## src/rtl/i2cq_pkg.sv

```systemverilog
package i2cq_pkg;

  localparam int unsigned REG_AW  = 3;
  localparam int unsigned REG_DW  = 32;
  localparam int unsigned BYTE_W  = 8;
  localparam int unsigned CMD_W   = BYTE_W + 1;
  localparam int unsigned RD_BIT  = BYTE_W;

  typedef enum logic [REG_AW-1:0] {
    RA_DATA  = 3'd0,
    RA_TXLVL = 3'd1,
    RA_RXLVL = 3'd2,
    RA_TXTHR = 3'd3,
    RA_RXTHR = 3'd4,
    RA_FLAGS = 3'd5,
    RA_DEPTH = 3'd6
  } reg_addr_e;

  localparam int unsigned FLAG_W   = 5;
  localparam int unsigned FB_TXE   = 0;
  localparam int unsigned FB_RXF   = 1;
  localparam int unsigned FB_TXOVR = 2;
  localparam int unsigned FB_RXUND = 3;
  localparam int unsigned FB_RXOVR = 4;
  localparam int unsigned STICKY_N = 3;
  localparam int unsigned STICKY_LO = FB_TXOVR;

endpackage

```

## src/rtl/i2cq_fifo.sv

```systemverilog
module i2cq_fifo #(
  parameter int unsigned WIDTH = 8,
  parameter int unsigned DEPTH = 8,
  localparam int unsigned PW = (DEPTH > 1) ? $clog2(DEPTH) : 1,
  localparam int unsigned CW = $clog2(DEPTH + 1)
) (
  input  logic             clk,
  input  logic             rst_n,
  input  logic             flush,
  input  logic             push,
  input  logic [WIDTH-1:0] push_data,
  input  logic             pop,
  output logic [WIDTH-1:0] head,
  output logic [CW-1:0]    count,
  output logic             full,
  output logic             empty
);

  logic [WIDTH-1:0] slot [DEPTH];
  logic [PW-1:0]    wr_ptr, rd_ptr;
  logic             do_push, do_pop;

  function automatic logic [PW-1:0] ptr_step(input logic [PW-1:0] p);
    return (p == PW'(DEPTH - 1)) ? '0 : p + 1'b1;
  endfunction

  assign full    = (count == CW'(DEPTH));
  assign empty   = (count == '0);
  assign do_push = push && !full && !flush;
  assign do_pop  = pop && !empty && !flush;
  assign head    = slot[rd_ptr];

  for (genvar i = 0; i < DEPTH; i++) begin : g_slot
    always_ff @(posedge clk or negedge rst_n) begin
      if (!rst_n) begin
        slot[i] <= '0;
      end else if (do_push && (wr_ptr == PW'(i))) begin
        slot[i] <= push_data;
      end
    end
  end

  always_ff @(posedge clk or negedge rst_n) begin
    if (!rst_n) begin
      wr_ptr <= '0;
      rd_ptr <= '0;
      count  <= '0;
    end else if (flush) begin
      wr_ptr <= '0;
      rd_ptr <= '0;
      count  <= '0;
    end else begin
      if (do_push) wr_ptr <= ptr_step(wr_ptr);
      if (do_pop)  rd_ptr <= ptr_step(rd_ptr);
      case ({do_push, do_pop})
        2'b10:   count <= count + 1'b1;
        2'b01:   count <= count - 1'b1;
        default: count <= count;
      endcase
    end
  end

endmodule

```

## src/rtl/i2cq_flags.sv

```systemverilog
module i2cq_flags
  import i2cq_pkg::*;
#(
  parameter int unsigned TXCW = 4,
  parameter int unsigned RXCW = 4
) (
  input  logic              clk,
  input  logic              rst_n,
  input  logic [TXCW-1:0]   tx_level,
  input  logic [TXCW-1:0]   tx_thr,
  input  logic [RXCW-1:0]   rx_level,
  input  logic [RXCW-1:0]   rx_thr,
  input  logic [STICKY_N-1:0] err_set,
  input  logic [STICKY_N-1:0] err_clr,
  output logic [FLAG_W-1:0] flags
);

  logic [STICKY_N-1:0] sticky;

  for (genvar i = 0; i < STICKY_N; i++) begin : g_sticky
    always_ff @(posedge clk or negedge rst_n) begin
      if (!rst_n) begin
        sticky[i] <= 1'b0;
      end else if (err_set[i]) begin
        sticky[i] <= 1'b1;
      end else if (err_clr[i]) begin
        sticky[i] <= 1'b0;
      end
    end
  end

  always_comb begin
    flags = '0;
    flags[FB_TXE] = (tx_level <= tx_thr);
    flags[FB_RXF] = (rx_level > rx_thr);
    flags[STICKY_LO +: STICKY_N] = sticky;
  end

endmodule

```

## src/rtl/i2cq_front.sv

```systemverilog
module i2cq_front
  import i2cq_pkg::*;
#(
  parameter int unsigned TX_DEPTH = 8,
  parameter int unsigned RX_DEPTH = 8
) (
  input  logic              clk,
  input  logic              rst_n,
  input  logic              reg_wr,
  input  logic              reg_rd,
  input  logic [REG_AW-1:0] reg_addr,
  input  logic [REG_DW-1:0] reg_wdata,
  output logic [REG_DW-1:0] reg_rdata,
  output logic              cmd_valid,
  input  logic              cmd_ready,
  output logic [CMD_W-1:0]  cmd_data,
  input  logic              rx_valid,
  output logic              rx_ready,
  input  logic [BYTE_W-1:0] rx_data,
  input  logic              xfer_abort,
  output logic              irq_tx_empty,
  output logic              irq_rx_full,
  output logic              irq_tx_over,
  output logic              irq_rx_under,
  output logic              irq_rx_over
);

  localparam int unsigned TXCW = $clog2(TX_DEPTH + 1);
  localparam int unsigned RXCW = $clog2(RX_DEPTH + 1);
  localparam int unsigned HALF = REG_DW / 2;

  logic [TXCW-1:0]   tx_count, tx_thr;
  logic [RXCW-1:0]   rx_count, rx_thr;
  logic              tx_full, tx_empty, rx_full, rx_empty;
  logic [BYTE_W-1:0] rx_head;
  logic [CMD_W-1:0]  new_cmd;
  logic              data_wr, data_rd, tx_push, rx_pop;
  logic [STICKY_N-1:0] err_set, err_clr;
  logic [FLAG_W-1:0] flags;

  // Register decode
  assign data_wr = reg_wr && (reg_addr == RA_DATA);
  assign data_rd = reg_rd && (reg_addr == RA_DATA);
  assign tx_push = data_wr && !tx_full;
  assign rx_pop  = data_rd && !rx_empty;
  assign new_cmd = reg_wdata[RD_BIT] ? {1'b1, {BYTE_W{1'b0}}}
                                     : {1'b0, reg_wdata[BYTE_W-1:0]};

  always_ff @(posedge clk or negedge rst_n) begin
    if (!rst_n) begin
      tx_thr <= '0;
      rx_thr <= '0;
    end else if (reg_wr) begin
      if (reg_addr == RA_TXTHR) tx_thr <= reg_wdata[TXCW-1:0];
      if (reg_addr == RA_RXTHR) rx_thr <= reg_wdata[RXCW-1:0];
    end
  end

  // Queues
  i2cq_fifo #(.WIDTH(CMD_W), .DEPTH(TX_DEPTH)) u_txq (
    .clk       (clk),
    .rst_n     (rst_n),
    .flush     (xfer_abort),
    .push      (tx_push),
    .push_data (new_cmd),
    .pop       (cmd_valid && cmd_ready),
    .head      (cmd_data),
    .count     (tx_count),
    .full      (tx_full),
    .empty     (tx_empty)
  );

  i2cq_fifo #(.WIDTH(BYTE_W), .DEPTH(RX_DEPTH)) u_rxq (
    .clk       (clk),
    .rst_n     (rst_n),
    .flush     (xfer_abort),
    .push      (rx_valid),
    .push_data (rx_data),
    .pop       (rx_pop),
    .head      (rx_head),
    .count     (rx_count),
    .full      (rx_full),
    .empty     (rx_empty)
  );

  assign cmd_valid = !tx_empty;
  assign rx_ready  = 1'b1;

  // Flags
  assign err_set[FB_TXOVR-STICKY_LO] = data_wr && tx_full;
  assign err_set[FB_RXUND-STICKY_LO] = data_rd && rx_empty;
  assign err_set[FB_RXOVR-STICKY_LO] = rx_valid && rx_full;
  assign err_clr = (reg_wr && (reg_addr == RA_FLAGS))
                 ? reg_wdata[STICKY_LO +: STICKY_N] : '0;

  i2cq_flags #(.TXCW(TXCW), .RXCW(RXCW)) u_flags (
    .clk      (clk),
    .rst_n    (rst_n),
    .tx_level (tx_count),
    .tx_thr   (tx_thr),
    .rx_level (rx_count),
    .rx_thr   (rx_thr),
    .err_set  (err_set),
    .err_clr  (err_clr),
    .flags    (flags)
  );

  assign irq_tx_empty = flags[FB_TXE];
  assign irq_rx_full  = flags[FB_RXF];
  assign irq_tx_over  = flags[FB_TXOVR];
  assign irq_rx_under = flags[FB_RXUND];
  assign irq_rx_over  = flags[FB_RXOVR];

  // Read mux
  always_comb begin
    reg_rdata = '0;
    case (reg_addr)
      RA_DATA:  reg_rdata = rx_empty ? '0 : REG_DW'(rx_head);
      RA_TXLVL: reg_rdata = REG_DW'(tx_count);
      RA_RXLVL: reg_rdata = REG_DW'(rx_count);
      RA_TXTHR: reg_rdata = REG_DW'(tx_thr);
      RA_RXTHR: reg_rdata = REG_DW'(rx_thr);
      RA_FLAGS: reg_rdata = REG_DW'(flags);
      RA_DEPTH: reg_rdata = {HALF'(RX_DEPTH), HALF'(TX_DEPTH)};
      default:  reg_rdata = '0;
    endcase
  end

endmodule

```

## config.mk

```make
export PLATFORM = sky130hd
export DESIGN_NAME = i2cq_front
export DESIGN_NICKNAME = d
export VERILOG_FILES = /design/src/rtl/i2cq_pkg.sv /design/src/rtl/i2cq_fifo.sv /design/src/rtl/i2cq_flags.sv /design/src/rtl/i2cq_front.sv
export SDC_FILE = /design/constraint.sdc
export NUM_CORES = 1
export LEC_CHECK = 0
export CELL_PAD_IN_SITES_DETAIL_PLACEMENT = 0
export CELL_PAD_IN_SITES_GLOBAL_PLACEMENT = 1
export CORE_UTILIZATION = 30
export DETAILED_ROUTE_END_ITERATION = 10
export GPL_ROUTABILITY_DRIVEN = 1
export MAX_ROUTING_LAYER = met4
export PLACE_DENSITY = 0.68
export SLEW_MARGIN = 20
export SYNTH_ARGS = -nofsm -noshare
export SYNTH_HDL_FRONTEND = slang
export SYNTH_SLANG_ARGS = --single-unit
```

## constraint.sdc

```tcl
create_clock -name clk -period 3.4 [get_ports clk]
set_input_delay 0.34 -clock clk [delete_from_list [all_inputs] [get_ports clk]]
set_output_delay 0.34 -clock clk [all_outputs]
set_load 0.02 [all_outputs]
```

==> results.cfg <==
[setup_path]
reg2reg_from = u_rxq.count[1]
r2r_setup_slack_ns = 0.69
ff2ff_path_depth = 8
timing.rr.end = u_rxq.count[3]
crit_arrival_ns = 2.85
cp_data_required_time_ns = 3.06
start_kind = register
critPathCaptureType = output port
cp_max_fo = 10
path_class = reg2out

[synthesis]
synth_area_leaders = dfrtp_1, mux2_2, mux4_2, ha_1, buf_4
yosysTopAreaCellShare_pct = 48.1
netlist_area_mm2 = 0.00869
async_reset_ff_share_pct = 100
synth_cells = 658
ys_seq_area_share_pct = 48.1
synth_edf_count = 0
syn_avg_cell_area_um2 = 13.2
synth-main-ff-cell = dfrtp_1
synth.ff_latch_count = 167
ys_warn_count = 0
yosys.area.top_type = dfrtp_1
synth_cell_types = 58

[route]
post-route-drc-count = 0
wl_met3_um = 758
drt-total-wl_um = 19800
drt_iter0_markers = 309
routedWlPerCell_um = 17.7
topRoutingLayerUsed = met4
wl_met2_um = 9630
ant_nets = 0
dr.pass1.iters = 4
wl_met1_um = 9240
vias = 5430
vias_per_cell = 4.86

[grt]
grt_max_degree = 82
grt_pass1_wl_um = 31100
grt_pass1_vias = 5508
grt_overflow = 0
grt_usage_pct = 14.5
antenna_found_initial = 1

[final_layout]
finalNetCount = 804
final_util_pct = 36.3
drive_above_1_share_pct = 35.2
final-seq-area_mm2 = 0.00418
num-fill-cells = 2767
area_growth_pct = 17.8
multi_input_area_mm2 = 0.00422

[placed_design]
hpwl_um = 13400
routabilityCongestion = 0.801
numPortBuffers = 50

[sta]
skew_ns = 0.00969
setup_viol = 0
period_needed_ns = 3.19
hold_viol = 0
fmax_ghz = 0.314
rsz0062_at_grt = false
tightestPinTransition_ns = 1.05
setup_tns_ns = 0
max_slew_margin_pct = 29.4
report.final.slew_viol_count = 0
period_share_pct = 93.7

[clock_network]
hold_buffers = 1
post-cts-setup-buffers = 0
clk_path_buf_depth = 2
cts_resized = 0
cts_htree_levels = 4
clock_sinks = 167
cts.clk_slew.worst_paths_ns = 0.07
cts_buffers = 17
cts_tree = yes
root_buffer = clkbuf_16
clkLatencyLatePin_ns = 0.43

[pwr]
p_comb_share_pct = 23.6
p_sw_mw = 1.66
pwr_density_cell_mw_per_mm2 = 548
clockPowerShare_pct = 33.4
worst_ir_drop_vdd_v = 0.000286
p_int_mw = 3.95
p_leak_nw = 4.60
p_seq_share_pct = 43.0
p_sw_share_pct = 29.5

[floorplan]
start_util_pct = 30.9
die_h_um = 172
coreArea_mm2 = 0.0282
die-width_um = 172
die_area_mm2 = 0.0297
top_level_ports = 98
rows = 61

[status]
status = finished clean

[run]
drv_cap = 0

[hold_path]
hp-class = in2async
synth_stat cells (2+ instances only):
master and instances:
nand3_1 10, a2111oi_0 2, o211ai_1 2, dfrtp_1 167
nor2_1 18, o21ai_0 17, a22o_1 3, nand3_2 3
o21a_1 2, and3b_1 2, mux4_2 34, buf_1 3
o211a_1 2, nor2b_1 11, a31o_2 2, conb_1 2
a21oi_1 22, a211oi_1 3, nand2b_1 2, nor4b_1 3
mux2_2 153, a31oi_1 2, buf_4 24, a22oi_1 2
xor2_1 2, o31ai_1 4, mux2i_1 10, or4b_1 2
nand4_1 2, ha_1 28, inv_1 20, nand2_1 29
nor3_1 10, clkbuf_1 17, or4_1 3, and2_1 4
buf_2 7, or3_1 3, nor4_2 2, nand3b_1 6
power groups by stage:
stage                     Sequential, mW  Combinational (mW)  Clock [mW]
after global placement              2.44                1.33           0
after floorplan                     2.38               0.931           0
after global routing                2.45                1.46        2.00
after CTS                           2.41                1.35        1.92
after detailed placement            2.44                1.35           0
final                               2.41                1.32        1.87
how the worst max path moves through the flow:
stage	cells past startpoint	startpoint	end
2_1_floorplan	10	reg_addr[2]	u_txq.count[3]
3_3_place_gp	9	reg_addr[0]	u_txq.count[3]
3_5_place_dp	9	reg_addr[0]	u_txq.count[3]
4_1_cts	5	u_rxq.count[1]	reg_rdata[1]
5_1_grt	5	u_rxq.count[1]	reg_rdata[1]
6_report	5	u_rxq.count[1]	reg_rdata[1]
worst max-delay path, cell delays in order (launching register included):
cell and delay [ns]:
dfrtp_1 0.56, nor4_2 0.11, or4_1 0.58, o221a_2 0.35, o31ai_1 0.12, clkdlybuf4s50_1 0.70
cells by family (layout without fill, tap and decap cells):
family | count (synthesis) | after routing | synth area share (%)
compound gates | 71 | 71 | 5.44
xor+xnor | 2 | 2 | 0.202
mux | 197 | 197 | 29.8
buf+inv | 72 | 130 | 4.33
simple gates | 119 | 119 | 8.03
flops | 167 | 167 | 48.1
other cells | 2 | 25 | 0.0864
fa+ha+maj | 28 | 28 | 4.03
layout make-up:
| class | count | share of cell area (%) |
|---|---|---|
| tap | 378 | 4.62 |
| clock inverter | 14 | 1.37 |
| timing repair buffer | 79 | 7.05 |
| inverter | 20 | 0.733 |
| sequential | 167 | 40.8 |
| clock buffer | 17 | 4.16 |
| antenna | 1 | 0.0244 |
| multi-input combinational | 441 | 41.2 |
cells in the final DEF (no fill, tap or decap), drive strengths merged, types with 3 or more instances in the layout:
| cell type | n |
|---|---|
| nand3 | 13 |
| mux2i | 10 |
| ha | 28 |
| and2 | 4 |
| conb | 24 |
| mux2 | 153 |
| or4b | 3 |
| a21oi | 22 |
| o21ai | 17 |
| dfrtp | 167 |
| a211oi | 4 |
| nor2 | 18 |
| o31ai | 4 |
| inv | 26 |
| or3 | 4 |
| nor4b | 4 |
| nand3b | 6 |
| mux4 | 34 |
| nor2b | 11 |
| a22o | 3 |
| nor3 | 11 |
| clkinv | 3 |
| clkdlybuf4s50 | 49 |
| nand2 | 29 |
| nor4 | 3 |
| clkinvlp | 4 |
| or4 | 3 |
| buf | 29 |
| clkbuf | 17 |
per-layer routing:
metal	vias to the layer above	GRT usage, %
met5	-	-
met4	0	3.39
met3	11	2.95
met2	98	23.1
met1	2791	19.0
li1	2530	-
sequential cells by signal (all words and copies together), names as in the netlist:
name,count
u_rxq.slot,64
u_rxq.count,4
u_txq.count,4
rx_thr,4
u_txq.slot,72
u_rxq.rd_ptr,3
tx_thr,4
u_rxq.wr_ptr,3
u_txq.rd_ptr,3
u_flags.flags,3
u_txq.wr_ptr,3
per-stage QoR:
stage	instance area (µm²)	hold slack, ns	power (mW)	cells	setup slack [ns]
floorplan	8770	0.0444	3.31	680	0.606
global placement	9660	0.436	3.77	1084	0.238
detailed placement	9660	0.435	3.79	1084	0.219
CTS	10200	0.503	5.68	1116	0.195
global route	10200	0.510	5.90	1117	0.107
finish	10200	0.502	5.60	1117	0.213
Note: power is estimated with default switching activity, not from simulation.
